$ cat src/rtl/softedge_pkg.sv
package softedge_pkg;

    localparam int CNT_W      = 8;
    localparam int REQ_W      = CNT_W - 1;
    localparam int RAMP_STEPS = 16;
    localparam int RAMP_W     = $clog2(RAMP_STEPS);
    localparam int STEP_SHIFT = CNT_W - RAMP_W;

    typedef logic [CNT_W-1:0]  cnt_t;
    typedef logic [RAMP_W-1:0] ramp_t;

    localparam cnt_t  CNT_FULL  = '1;
    localparam cnt_t  CNT_NEAR  = CNT_FULL - cnt_t'(1);
    localparam cnt_t  CNT_ZERO  = '0;
    localparam ramp_t RAMP_LAST = ramp_t'(RAMP_STEPS - 1);

    typedef enum logic [2:0] {
        ST_IDLE,
        ST_LOW,
        ST_UP_PREP,
        ST_UP,
        ST_UP_DONE,
        ST_HIGH,
        ST_DOWN,
        ST_DOWN_DONE
    } seq_state_t;

    // Settings for the timer period that starts at the next overflow.
    typedef struct packed {
        logic load_en;
        cnt_t load_val;
        logic fast;
        cnt_t cmp;
        logic invert;
    } period_setup_t;

    function automatic period_setup_t mk_setup(input logic load_en, input cnt_t load_val,
                                               input logic fast, input cnt_t cmp,
                                               input logic invert);
        period_setup_t s;
        s.load_en  = load_en;
        s.load_val = load_val;
        s.fast     = fast;
        s.cmp      = cmp;
        s.invert   = invert;
        return s;
    endfunction

    // Output held off: slow prescaler, inverted polarity, full compare.
    function automatic period_setup_t idle_setup();
        return mk_setup(1'b0, CNT_ZERO, 1'b0, CNT_FULL, 1'b1);
    endfunction

    // Rising compare level for a ramp count r in 1..RAMP_STEPS-1.
    function automatic cnt_t up_level(input ramp_t r);
        logic [RAMP_W:0] steps;
        steps = (RAMP_W + 1)'(RAMP_STEPS) - {1'b0, r};
        return cnt_t'(steps) << STEP_SHIFT;
    endfunction

    // Falling compare level for a ramp count r in 1..RAMP_STEPS-1.
    function automatic cnt_t down_level(input ramp_t r);
        return cnt_t'(r) << STEP_SHIFT;
    endfunction

    // High from bottom until the match; full compare keeps it high all period.
    function automatic logic pin_level(input cnt_t cnt, input cnt_t cmp, input logic invert);
        logic on;
        on = (cnt < cmp) || (cmp == CNT_FULL);
        return on ^ invert;
    endfunction

endpackage

$ cat src/rtl/softedge_timebase.sv
module softedge_timebase
    import softedge_pkg::*;
#(
    parameter int PRE_DIV = 8
) (
    input  logic clk,
    input  logic rst,
    input  logic apply_i,
    input  logic fast_i,
    input  logic load_en_i,
    input  cnt_t load_val_i,
    output cnt_t cnt_o,
    output logic ovf_o,
    output logic fast_o
);

    localparam int PRE_W = (PRE_DIV > 1) ? $clog2(PRE_DIV) : 1;
    localparam logic [PRE_W-1:0] PRE_LAST = PRE_W'(PRE_DIV - 1);

    logic [PRE_W-1:0] pre_q;
    cnt_t             cnt_q;
    logic             fast_q;
    logic             tick;
    logic             ovf;

    generate
        if (PRE_DIV > 1) begin : g_div
            assign tick = fast_q | (pre_q == PRE_LAST);
        end else begin : g_nodiv
            assign tick = 1'b1;
        end
    endgenerate

    assign ovf = tick && (cnt_q == CNT_FULL);

    always_ff @(posedge clk) begin
        if (rst) begin
            pre_q  <= '0;
            cnt_q  <= '0;
            fast_q <= 1'b0;
        end else begin
            if (tick || apply_i) begin
                pre_q <= '0;
            end else begin
                pre_q <= pre_q + PRE_W'(1);
            end
            if (tick) begin
                if (ovf) begin
                    cnt_q <= load_en_i ? load_val_i : CNT_ZERO;
                end else begin
                    cnt_q <= cnt_q + cnt_t'(1);
                end
            end
            if (apply_i) begin
                fast_q <= fast_i;
            end
        end
    end

    assign cnt_o  = cnt_q;
    assign ovf_o  = ovf;
    assign fast_o = fast_q;

endmodule

$ cat src/rtl/softedge_compare.sv
module softedge_compare
    import softedge_pkg::*;
(
    input  logic clk,
    input  logic rst,
    input  logic apply_i,
    input  cnt_t cmp_i,
    input  logic invert_i,
    input  cnt_t cnt_i,
    output logic pin_o
);

    cnt_t cmp_q;
    logic invert_q;

    always_ff @(posedge clk) begin
        if (rst) begin
            cmp_q    <= CNT_FULL;
            invert_q <= 1'b1;
        end else if (apply_i) begin
            cmp_q    <= cmp_i;
            invert_q <= invert_i;
        end
    end

    assign pin_o = pin_level(cnt_i, cmp_q, invert_q);

endmodule

$ cat src/rtl/softedge_sequencer.sv
module softedge_sequencer
    import softedge_pkg::*;
(
    input  logic             clk,
    input  logic             rst,
    input  logic             en_i,
    input  logic             ovf_i,
    input  logic [REQ_W-1:0] req_i,
    input  cnt_t             inc_i,
    output period_setup_t    setup_o,
    output logic             apply_o,
    output seq_state_t       state_o,
    output ramp_t            ramp_o
);

    seq_state_t    state_q, state_d;
    cnt_t          slow_q, slow_d;
    cnt_t          duty_q, duty_d;
    ramp_t         ramp_q, ramp_d;
    period_setup_t setup;
    cnt_t          req_duty;
    cnt_t          slow_sum;

    assign req_duty = cnt_t'({req_i, 1'b0});
    assign slow_sum = slow_q + inc_i;

    always_comb begin
        state_d = state_q;
        slow_d  = slow_q;
        duty_d  = duty_q;
        ramp_d  = ramp_q;
        setup   = idle_setup();
        unique case (state_q)
            ST_IDLE: begin
                duty_d = req_duty;
                if (req_duty != CNT_ZERO) begin
                    state_d = ST_LOW;
                end
            end
            ST_LOW: begin
                slow_d = slow_sum;
                duty_d = req_duty;
                if (req_duty == CNT_ZERO) begin
                    state_d = ST_IDLE;
                end else if (slow_sum <= duty_q) begin
                    state_d = ST_UP_PREP;
                end
            end
            ST_UP_PREP: begin
                setup   = mk_setup(1'b1, CNT_FULL, 1'b1, CNT_ZERO, 1'b0);
                ramp_d  = RAMP_LAST;
                state_d = ST_UP;
            end
            ST_UP: begin
                if (ramp_q != '0) begin
                    setup  = mk_setup(1'b0, CNT_ZERO, 1'b1, up_level(ramp_q), 1'b0);
                    ramp_d = ramp_q - ramp_t'(1);
                end else begin
                    setup   = mk_setup(1'b1, CNT_NEAR, 1'b1, CNT_FULL, 1'b0);
                    state_d = ST_UP_DONE;
                end
            end
            ST_UP_DONE: begin
                setup   = mk_setup(1'b1, CNT_FULL, 1'b0, CNT_FULL, 1'b0);
                state_d = ST_HIGH;
            end
            ST_HIGH: begin
                slow_d = slow_sum;
                if (slow_sum > duty_q) begin
                    setup   = mk_setup(1'b1, CNT_FULL, 1'b1, CNT_FULL, 1'b0);
                    ramp_d  = RAMP_LAST;
                    state_d = ST_DOWN;
                end else begin
                    setup = mk_setup(1'b0, CNT_ZERO, 1'b0, CNT_FULL, 1'b0);
                end
            end
            ST_DOWN: begin
                if (ramp_q != '0) begin
                    setup  = mk_setup(1'b0, CNT_ZERO, 1'b1, down_level(ramp_q), 1'b0);
                    ramp_d = ramp_q - ramp_t'(1);
                end else begin
                    setup   = mk_setup(1'b1, CNT_NEAR, 1'b1, CNT_ZERO, 1'b0);
                    state_d = ST_DOWN_DONE;
                end
            end
            ST_DOWN_DONE: begin
                setup   = mk_setup(1'b1, CNT_FULL, 1'b0, CNT_FULL, 1'b1);
                state_d = ST_LOW;
            end
            default: state_d = ST_IDLE;
        endcase
    end

    always_ff @(posedge clk) begin
        if (rst || !en_i) begin
            state_q <= ST_IDLE;
            slow_q  <= '0;
            duty_q  <= '0;
            ramp_q  <= '0;
        end else if (ovf_i) begin
            state_q <= state_d;
            slow_q  <= slow_d;
            duty_q  <= duty_d;
            ramp_q  <= ramp_d;
        end
    end

    assign setup_o = en_i ? setup : idle_setup();
    assign apply_o = ovf_i | ~en_i;
    assign state_o = state_q;
    assign ramp_o  = ramp_q;

endmodule

$ cat src/rtl/softedge_pwm.sv
module softedge_pwm
    import softedge_pkg::*;
#(
    parameter int PRE_DIV = 8
) (
    input  logic             clk,
    input  logic             rst,
    input  logic             en,
    input  logic [REQ_W-1:0] duty_req,
    input  logic [CNT_W-1:0] step_inc,
    output logic             heat_pin
);

    period_setup_t setup;
    logic          apply;
    logic          ovf;
    logic          fast_sel;
    cnt_t          tcount;
    seq_state_t    seq_state;
    ramp_t         ramp_cnt;

    softedge_sequencer u_seq (
        .clk     (clk),
        .rst     (rst),
        .en_i    (en),
        .ovf_i   (ovf),
        .req_i   (duty_req),
        .inc_i   (step_inc),
        .setup_o (setup),
        .apply_o (apply),
        .state_o (seq_state),
        .ramp_o  (ramp_cnt)
    );

    softedge_timebase #(
        .PRE_DIV (PRE_DIV)
    ) u_time (
        .clk        (clk),
        .rst        (rst),
        .apply_i    (apply),
        .fast_i     (setup.fast),
        .load_en_i  (setup.load_en),
        .load_val_i (setup.load_val),
        .cnt_o      (tcount),
        .ovf_o      (ovf),
        .fast_o     (fast_sel)
    );

    softedge_compare u_cmp (
        .clk      (clk),
        .rst      (rst),
        .apply_i  (apply),
        .cmp_i    (setup.cmp),
        .invert_i (setup.invert),
        .cnt_i    (tcount),
        .pin_o    (heat_pin)
    );

endmodule

$ cat config.mk
export PLATFORM = sky130hd
export DESIGN_NAME = softedge_pwm
export DESIGN_NICKNAME = d
export VERILOG_FILES = /design/src/rtl/softedge_pkg.sv /design/src/rtl/softedge_timebase.sv /design/src/rtl/softedge_compare.sv /design/src/rtl/softedge_sequencer.sv /design/src/rtl/softedge_pwm.sv
export SDC_FILE = /design/constraint.sdc
export NUM_CORES = 1
export LEC_CHECK = 0
export ABC_CLOCK_PERIOD_IN_PS = 2900
export CAP_MARGIN = 10
export CORE_MARGIN = 5
export CORE_UTILIZATION = 25
export DETAILED_ROUTE_END_ITERATION = 6
export PLACE_DENSITY = 0.52
export SETUP_SLACK_MARGIN = 0.2
export SLEW_MARGIN = 20
export SYNTH_ARGS = -nofsm -noshare
export SYNTH_HDL_FRONTEND = slang
export SYNTH_SLANG_ARGS = --single-unit
$ cat constraint.sdc
create_clock -name clk -period 2.9 [get_ports clk]
set_input_delay 0.29 -clock clk [delete_from_list [all_inputs] [get_ports clk]]
set_output_delay 0.29 -clock clk [all_outputs]
set_load 0.02 [all_outputs]
Word level (Yosys, flattened, before mapping)
Index checks and enable logic that the tools add are counted.
{"block": "totals", "register_bits": 43, "latchBits": 0, "ramBits": 0, "mem_bits_ro": 0, "inputBits": 18, "word_cells": 72, "mem_count": 0}
{"block": "classes", "addsub": 5, "n_mul": 0, "div_mod_pow": 0, "order_cmp": 3, "eq_ne": 16, "n_shift": 0, "muxes": 17, "n_bitwise": 4, "reduce_logical": 18}
{"op": "19-bit case mux with 6 select lines", "count": 1}
{"op": "19-bit two-way mux", "count": 4}
{"op": "3-bit case mux with 8 select lines", "count": 1}
{"op": "3-bit two-way mux", "count": 6}
{"op": "8-bit equality test (second input constant)", "count": 2}
{"op": "8-bit two-way mux", "count": 2}
{"op": "3-bit equality test (second input constant)", "count": 5}
{"op": "4-bit case mux with 3 select lines", "count": 1}
{"op": "8-bit by 1-bit adder with 8-bit output (second input constant)", "count": 1}
{"op": "8-bit adder", "count": 1}
{"op": "8-bit greater-than comparator", "count": 1}
{"op": "8-bit less-or-equal comparator", "count": 1}
{"op": "8-bit logical NOT", "count": 1}
{"op": "8-bit less-than comparator", "count": 1}
{"op": "4-bit two-way mux", "count": 2}
{"op": "8-bit nonzero test", "count": 1}
{"op": "2-bit OR reduction", "count": 4}
{"op": "3-bit by 2-bit equality test with 1-bit output (second input constant)", "count": 2}
{"op": "2-bit by 1-bit != test with 1-bit output (second input constant)", "count": 3}
{"op": "6-bit AND reduction", "count": 1}
{"op": "2-bit != test (second input constant)", "count": 2}
{"op": "2-bit AND reduction", "count": 2}
{"op": "4-bit AND reduction", "count": 1}
{"op": "4-bit nonzero test", "count": 1}
{"op": "other kinds (13)", "count": 16}

Depth between registers and ports, before layout
Gate-level depths: netlist of the first run.
{"block": "depth", "ltp_word": 7, "depth_mapped": 12, "mapped_depth_nobuf": 12}

Hierarchy
Synthesis of the first run repeated with hierarchy kept, for this count alone.
{"block": "hier_totals", "hier_cells": 370, "hier_area_um2": 2956.6}
{"mod": "softedge_sequencer", "instances": 1, "cells_per_inst": 240, "area_each_um2": 1811.7, "seq_area_each_um2": 440.4}
{"mod": "softedge_timebase", "instances": 1, "cells_per_inst": 73, "area_each_um2": 635.6, "seq_area_each_um2": 240.2}
{"mod": "softedge_compare", "instances": 1, "cells_per_inst": 57, "area_each_um2": 509.2, "seq_area_each_um2": 180.2}

Worst setup path before layout of the first run
OpenSTA, ideal clock, no wires.
{"block": "synth_path", "kind": "input port to flip-flop", "startpoint": "input step_inc[0]", "endpoint": "register u_seq.ramp_q[1] (netlist: u_seq.ramp_o[1])", "arrival_ps": 3126, "path_slack_ps": -321, "cell_stages": 12, "n_path_buf": 0, "path_cell_list": "ha_1 fa_1 a21o_1 a21oi_1 nor4_1 or3_1 ha_1 nand4_1 a21o_2 a2111oi_2 o21ai_1 a221oi_1"}
{"block": "synth_between", "elab_chain_len": 4}
{"item": "start, declared", "line": "softedge_pwm.sv:10", "source": "input logic [CNT_W-1:0] step_inc,"}
{"item": "8-bit adder", "line": "softedge_sequencer.sv:25", "source": "assign slow_sum = slow_q + inc_i;"}
{"item": "named net u_seq.slow_sum[6]", "line": "softedge_sequencer.sv:22", "source": "cnt_t slow_sum;"}
{"item": "8-bit greater-than comparator", "line": "softedge_sequencer.sv:69", "source": "if (slow_sum > duty_q) begin"}
{"item": "2-bit by 1-bit != test with 1-bit output (no line)"}
{"item": "4-bit AND reduction (no line)"}
{"item": "end signal, assigned", "line": "softedge_sequencer.sv:104", "source": "ramp_q <= ramp_d;"}
{"item": "end, declared", "line": "softedge_sequencer.sv:19", "source": "ramp_t ramp_q, ramp_d;"}
The timed path passes the listed nets, and every way through them passes these cells.
A chain may end at the register's enable or synchronous reset.

Final worst setup path of the first run
{"block": "layout_path", "startpoint": "register u_seq.slow_q[0]", "endpoint": "register u_seq.state_q[0] (netlist: u_seq.state_o[0])"}
{"block": "layout_between", "elab_chain_len": 4}
{"item": "start, declared", "line": "softedge_sequencer.sv:17", "source": "cnt_t slow_q, slow_d;"}
{"item": "start signal, assigned", "line": "softedge_sequencer.sv:102", "source": "slow_q <= slow_d;"}
{"item": "8-bit adder *", "line": "softedge_sequencer.sv:25"}
{"item": "named net u_seq.slow_sum[6]", "line": "softedge_sequencer.sv:22"}
{"item": "8-bit less-or-equal comparator / 8-bit greater-than comparator (equally long branches)", "line": "softedge_sequencer.sv:45, softedge_sequencer.sv:69"}
{"item": "3-bit by 1-bit != test with 1-bit output (no line) / 2-bit by 1-bit != test with 1-bit output (equally long branches)"}
{"item": "6-bit AND reduction (no line) *"}
{"item": "end signal, assigned", "line": "softedge_sequencer.sv:101", "source": "state_q <= state_d;"}
{"item": "end, declared", "line": "softedge_sequencer.sv:16", "source": "seq_state_t state_q, state_d;"}
Mark *: on every way through the listed nets, which the timed path passes. The rest lies on a longest branch.

==> results of run 1 <==
==> state kept, by name, indices dropped and copies added (netlist names) <==
signal,flops
u_time.pre_q,3
u_cmp.invert_q,1
u_cmp.cmp_q,5
u_seq.slow_q,8
u_seq.duty_q,7
u_seq.state_o,3
u_time.cnt_o,8
u_seq.ramp_o,4
u_time.fast_o,1
==> layer usage <==
| layer | part of all wire, % | track usage (%) | wire length [µm] |
|---|---|---|---|
| met1 | 47 | 14.19 | 3216 |
| met2 | 48 | 17.27 | 3291 |
| met3 | 3.3 | 1.797 | 225 |
| met4 | 1.3 | 3.286 | 86 |
| met5 | 0 | 0 | 0 |
==> repair_timing <==
item                       in CTS  in global routing
gates resized for setup        19                 20
setup buffers                   4                  5
setup endpoints to repair      16                 16
pin swaps                      19                 17
==> through the flow <==
| stage | hold slack, ns | setup slack, ns | cell area (µm²) | std cells |
|---|---|---|---|---|
| 6_report | 0.4357 | -0.3019 | 3578 | 504 |
| 5_1_grt | 0.4687 | -0.4329 | 3578 | 504 |
| 4_1_cts | 0.4443 | -0.3397 | 3450 | 499 |
| 3_5_place_dp | 0.4334 | -0.8151 | 3243 | 487 |
| 3_3_place_gp | 0.4221 | -0.6954 | 3243 | 487 |
| 2_1_floorplan | 0.4084 | -0.1469 | 2790 | 322 |
==> critical path: stages, from the launching register on <==
cell and delay [ns]:
dfxtp_2 0.34, ha_4 0.16, fa_2 0.36, a21o_1 0.17, a21oi_2 0.15, nor4_1 0.07, or3_4 0.39, ha_4 0.28
nand4_1 0.10, a21o_2 0.25, buf_4 0.15, a2111oi_4 0.33, nor4b_4 0.10, a221oi_2 0.26
==> cells in the final DEF (no fill, tap or decap), types with 8 or more instances in the layout <==
| cell type | n |
|---|---|
| nand2_1 | 20 |
| nand3_1 | 8 |
| nor2_1 | 22 |
| a21oi_2 | 10 |
| buf_4 | 26 |
| a21oi_1 | 19 |
| clkdlybuf4s50_1 | 13 |
| o21ai_0 | 10 |
| inv_1 | 24 |
| nor3_1 | 10 |
| dfxtp_1 | 38 |
| ha_1 | 20 |
| mux2i_1 | 15 |
| a21o_1 | 8 |
==> worst paths after layout <==
path / slack, ns / from / endpoint / cells after the start
min: 0.44 / u_time.pre_q[0]$_SDFF_PP0_ / u_time.pre_q[0]$_SDFF_PP0_ / 1
max reg2reg: -0.30 / u_seq.slow_q[0]$_SDFFE_PP0P_ / u_seq.state_o[0]$_SDFFE_PP0P_ / 13
max: -0.30 / u_seq.slow_q[0]$_SDFFE_PP0P_ / u_seq.state_o[0]$_SDFFE_PP0P_ / 13
min reg2reg: 0.44 / u_time.pre_q[0]$_SDFF_PP0_ / u_time.pre_q[0]$_SDFF_PP0_ / 1
==> cell type report <==
type	count	area (µm²)	share of cell area (%)
Sequential cell	40	803.3	22.45
Inverter	24	90.09	2.517
Timing Repair Buffer	47	406.6	11.36
Multi-Input combinational cell	245	2007	56.08
Tap cell	140	175.2	4.895
Clock inverter	2	13.76	0.3846
Clock buffer	6	82.58	2.308
==> logic make-up after synthesis <==
family | Yosys count | synth area share, %
fa+ha+maj | 26 | 12.15
flops | 40 | 29.22
buf+inv | 37 | 5.206
simple gates | 108 | 23.24
xor+xnor | 7 | 2.237
mux | 16 | 5.890
compound gates | 88 | 22.06
==> power groups by stage <==
stage	Combinational [mW]	Sequential [mW]	Clock, mW
floorplan	0.0490	0.563	0
global placement	0.102	0.564	0
detailed placement	0.103	0.564	0
CTS	0.107	0.551	0.423
global route	0.123	0.551	0.443
finish	0.113	0.551	0.404
==> impl_metrics.ini, run 1 <==
[logic_synthesis]
yosysMostFrequentCell = dfxtp_1
synth-main-ff-cell = dfxtp_1
yosys-top-cells-count = dfxtp_1, a21oi_1, ha_1
syn_inst = 322
synth_top_cell_by_area = dfxtp_1
synth.cell_area_um2 = 2740
yosysTopAreaCellShare_pct = 29.22
synth_warnings = 0
synth_edf_count = 0
avgSynthCellArea_um2 = 8.510
synth-seq-area-share_pct = 29.22
ys_ff_latch = 40
ys_types = 66
synth_nets = 366
ys_top_cells_by_area = dfxtp_1, ha_1, a21oi_1
async_flop_share_pct = 0

[die]
die_h_um = 114.7
die-area_um2 = 13150
rows = 38
core-area_um2 = 10790
io_pins = 19
start_util_pct = 25.39
die_x_um = 114.7

[layout]
diodes = 0
syn_to_final_growth_pct = 30.59
drive_above_1_share_pct = 23.35
final_core_util_pct = 33.16
fillers = 1101
num-nets-final = 407

[pwr]
power_frac_clock_pct = 37.9
p_leak_nw = 1.393
p_seq_share_pct = 51.6
switchingPower_mw = 0.2634
p_sw_share_pct = 24.67
p_int_mw = 0.8043
peakVddDrop_v = 0.0001440
total_power_mw = 1.068
p_comb_share_pct = 10.6
power_density_nw_per_um2 = 298.4

[critical_path]
crit_fanout = 3
crit_arrival_ns = 3.41
cp-end-kind = flop
crit_path_start_kind = flop
cp.required_ns = 3.11
worstSetupPathType = flop to flop

[sta]
period_minus_slack_ns = 3.202
max_slew_margin_pct = 47.77
tns_ns = -2.471
rsz0062_at_grt = true
post-route-period-util_pct = 110.4
drv_slew = 0
layout_setup_ws_ns = -0.3019
fmax_ghz = 0.3123
finalHoldViolCount = 0
finClkSkew_ns = 0.01117
worstMarginPinSlew_ns = 0.7824
setup_viol = 15

[cts]
clkTransAtPathRegs_ns = 0.08
cts_sinks = 40
clock_latency_ns = 0.30
cts_buffers = 5
htreeDepth = 2
cts_root_buf = clkbuf_8
hold_buffers = 0
cts_tree = built
cts.path.max_buffers = 2

[place]
portBuffers = 18
dpl.hpwl_um = 5080
gp_congestion = 0.7883

[global_routing]
grt_pass1_wl_um = 11390
grt_max_degree = 18
grt_overflow = 0
antenna_found_initial = 0
grtUsageTotal_pct = 10.56
grt_pass1_vias = 2408

[drt]
vias_per_cell = 4.802
drt_wl_total_um = 6819
ant_nets = 0
num_vias = 2420
drt_iter0_drc = 116
dr.pass1.iters = 4
drc_errors = 0
routed_wire_length_per_instance_um = 13.53

[run]
cap_violations = 0

[status]
violations = negative setup slack
status = finished, violations left

[hold_path]
hold_class = flop to flop
No activity file was read; power rests on OpenSTA's default activity.
==> run 2, diff against run 1 <==
--- a/config.mk
+++ b/config.mk
@@ -10,6 +10,7 @@
 export CORE_MARGIN = 5
 export CORE_UTILIZATION = 25
 export DETAILED_ROUTE_END_ITERATION = 6
+export MAX_ROUTING_LAYER = met4
 export PLACE_DENSITY = 0.52
 export SETUP_SLACK_MARGIN = 0.2
 export SLEW_MARGIN = 20
==> impl_metrics.ini, run 2 (synthesis gave the netlist of run 1 again) <==
[status]
violations = negative setup slack
status = finished, violations left

[die]
rows = 38
die_x_um = 114.7
io_pins = 19
die-area_um2 = 13150
core-area_um2 = 10790
die_h_um = 114.7
start_util_pct = 25.39

[sta]
finClkSkew_ns = 0.01196
post-route-period-util_pct = 110.5
layout_setup_ws_ns = -0.3052
worstMarginPinSlew_ns = 0.7869
period_minus_slack_ns = 3.205
drv_slew = 0
fmax_ghz = 0.3120
setup_viol = 15
holdWs_ns = 0.4355
max_slew_margin_pct = 47.47
rsz0062_at_grt = true
finalHoldViolCount = 0

[cts]
clkTransAtPathRegs_ns = 0.09
cts_sinks = 40
cts.path.max_buffers = 2
cts_tree = built
htreeDepth = 2
cts_root_buf = clkbuf_8
hold_buffers = 0
clock_latency_ns = 0.30
cts_buffers = 5

[hold_path]
hp-start = u_time.pre_q[0]$_SDFF_PP0_
hold_path_depth = 1
hold_end = u_time.pre_q[0]$_SDFF_PP0_
hold_class = flop to flop

[global_routing]
use_met1_pct = 14.25
grt_pass1_wl_um = 11390
grt_overflow = 0
grt_pass1_vias = 2408
grtUsageTotal_pct = 10.87
grt_max_degree = 18
use_met3_pct = 1.691
gr-usage-met2_pct = 17.27
busiest_layer = met2
antenna_found_initial = 0

[critical_path]
slowest_delay_ns = 0.39
worstPathCellList = ha_4, fa_2, a21o_1, a21oi_2, nor4_1, or3_4, ha_4, nand4_1, a21o_2, buf_4, a2111oi_4, nor4b_4, a221oi_2
crit_fanout = 3
regToRegEndpoint = u_seq.state_o[0]$_SDFFE_PP0P_
rrSetupSlack_ns = -0.31
reg2reg_from = u_seq.slow_q[0]$_SDFFE_PP0P_
crit_arrival_ns = 3.42
cp_top_family = compound AO/OA/AOI/OAI gates
cp.required_ns = 3.11
crit_path_start_kind = flop
cp_slowest_cell = or3_4
cp-end-kind = flop
worstSetupPathType = flop to flop
crit_top_cell = ha_4
reg2reg_depth = 13
crit_buf_inv = 1

[layout]
final_common_cell = dfxtp_1
num-nets-final = 407
fillers = 1101
syn_to_final_growth_pct = 30.59
diodes = 0
multiInputGateArea_um2 = 2007
drive_above_1_share_pct = 23.35
final_cell_mix = dfxtp_1, buf_4, inv_1
regArea_um2 = 803.3

[drt]
drc_errors = 0
vias_per_cell = 4.788
ant_nets = 0
dr.pass1.iters = 4
drt_wl_total_um = 6809
routed_wire_length_per_instance_um = 13.51
num_vias = 2413
drt_iter0_drc = 129

[pwr]
p_comb_share_pct = 10.6
p_leak_nw = 1.393
power_frac_clock_pct = 37.9
peakVddDrop_v = 0.0001451
switchingPower_mw = 0.2633
total_power_mw = 1.068
p_seq_share_pct = 51.6
power_density_nw_per_um2 = 298.3
p_sw_share_pct = 24.66
p_int_mw = 0.8043

[place]
portBuffers = 18
dpl.hpwl_um = 5080
gp_congestion = 0.7994

[run]
cap_violations = 0
==> run 2: power by group through the flow <==
stage          Combinational, mW  Sequential (mW)  Clock (mW)
6_report                   0.113            0.551       0.404
5_1_grt                    0.123            0.551       0.441
4_1_cts                    0.107            0.551       0.423
3_5_place_dp               0.103            0.564           0
3_3_place_gp               0.102            0.564           0
2_1_floorplan             0.0490            0.563           0
==> run 2: per-stage QoR <==
step | instance area [µm²] | util [%] | worst slack (ns) | TNS [ns] | std cells
floorplan | 2790 | - | -0.1469 | -0.4358 | 322
global placement | 3243 | 30.05 | -0.6954 | -8.993 | 487
detailed placement | 3243 | 30.05 | -0.8151 | -10.43 | 487
CTS | 3450 | 31.96 | -0.3397 | -3.373 | 499
global route | 3578 | 33.16 | -0.4344 | -4.509 | 504
finish | 3578 | 33.16 | -0.3052 | -2.525 | 504
==> run 2: final cells by class <==
type / count / share of cell area, %
multi-input combinational: 245 / 56.08
sequential: 40 / 22.45
timing repair buffer: 47 / 11.36
tap: 140 / 4.895
inverter: 24 / 2.517
clock buffer: 6 / 2.308
clock inverter: 2 / 0.3846
==> run 2: per-layer routing <==
metal | vias to the layer above | wire length, µm
li1 | 1261 | -
met1 | 1113 | 3231
met2 | 33 | 3283
met3 | 6 | 210
met4 | 0 | 85
met5 | - | 0
==> run 2: timing repair <==
| item | 4_1_cts | 5_1_grt |
|---|---|---|
| endpoints found under the setup margin | 16 | 16 |
| setup buffers | 4 | 5 |
| pin swaps | 19 | 17 |
| gates resized for setup | 19 | 20 |
==> run 2: worst max-delay path by stage <==
stage	startpoint	cells after the start	end
floorplan	u_seq.slow_q[0]$_SDFFE_PP0P_	12	u_seq.ramp_o[1]$_SDFFE_PP0P_
global placement	step_inc[0]	13	u_seq.ramp_o[1]$_SDFFE_PP0P_
detailed placement	step_inc[0]	14	u_seq.state_o[0]$_SDFFE_PP0P_
CTS	u_seq.slow_q[0]$_SDFFE_PP0P_	12	u_seq.ramp_o[1]$_SDFFE_PP0P_
global route	u_seq.slow_q[0]$_SDFFE_PP0P_	16	u_seq.state_o[0]$_SDFFE_PP0P_
finish	u_seq.slow_q[0]$_SDFFE_PP0P_	13	u_seq.state_o[0]$_SDFFE_PP0P_
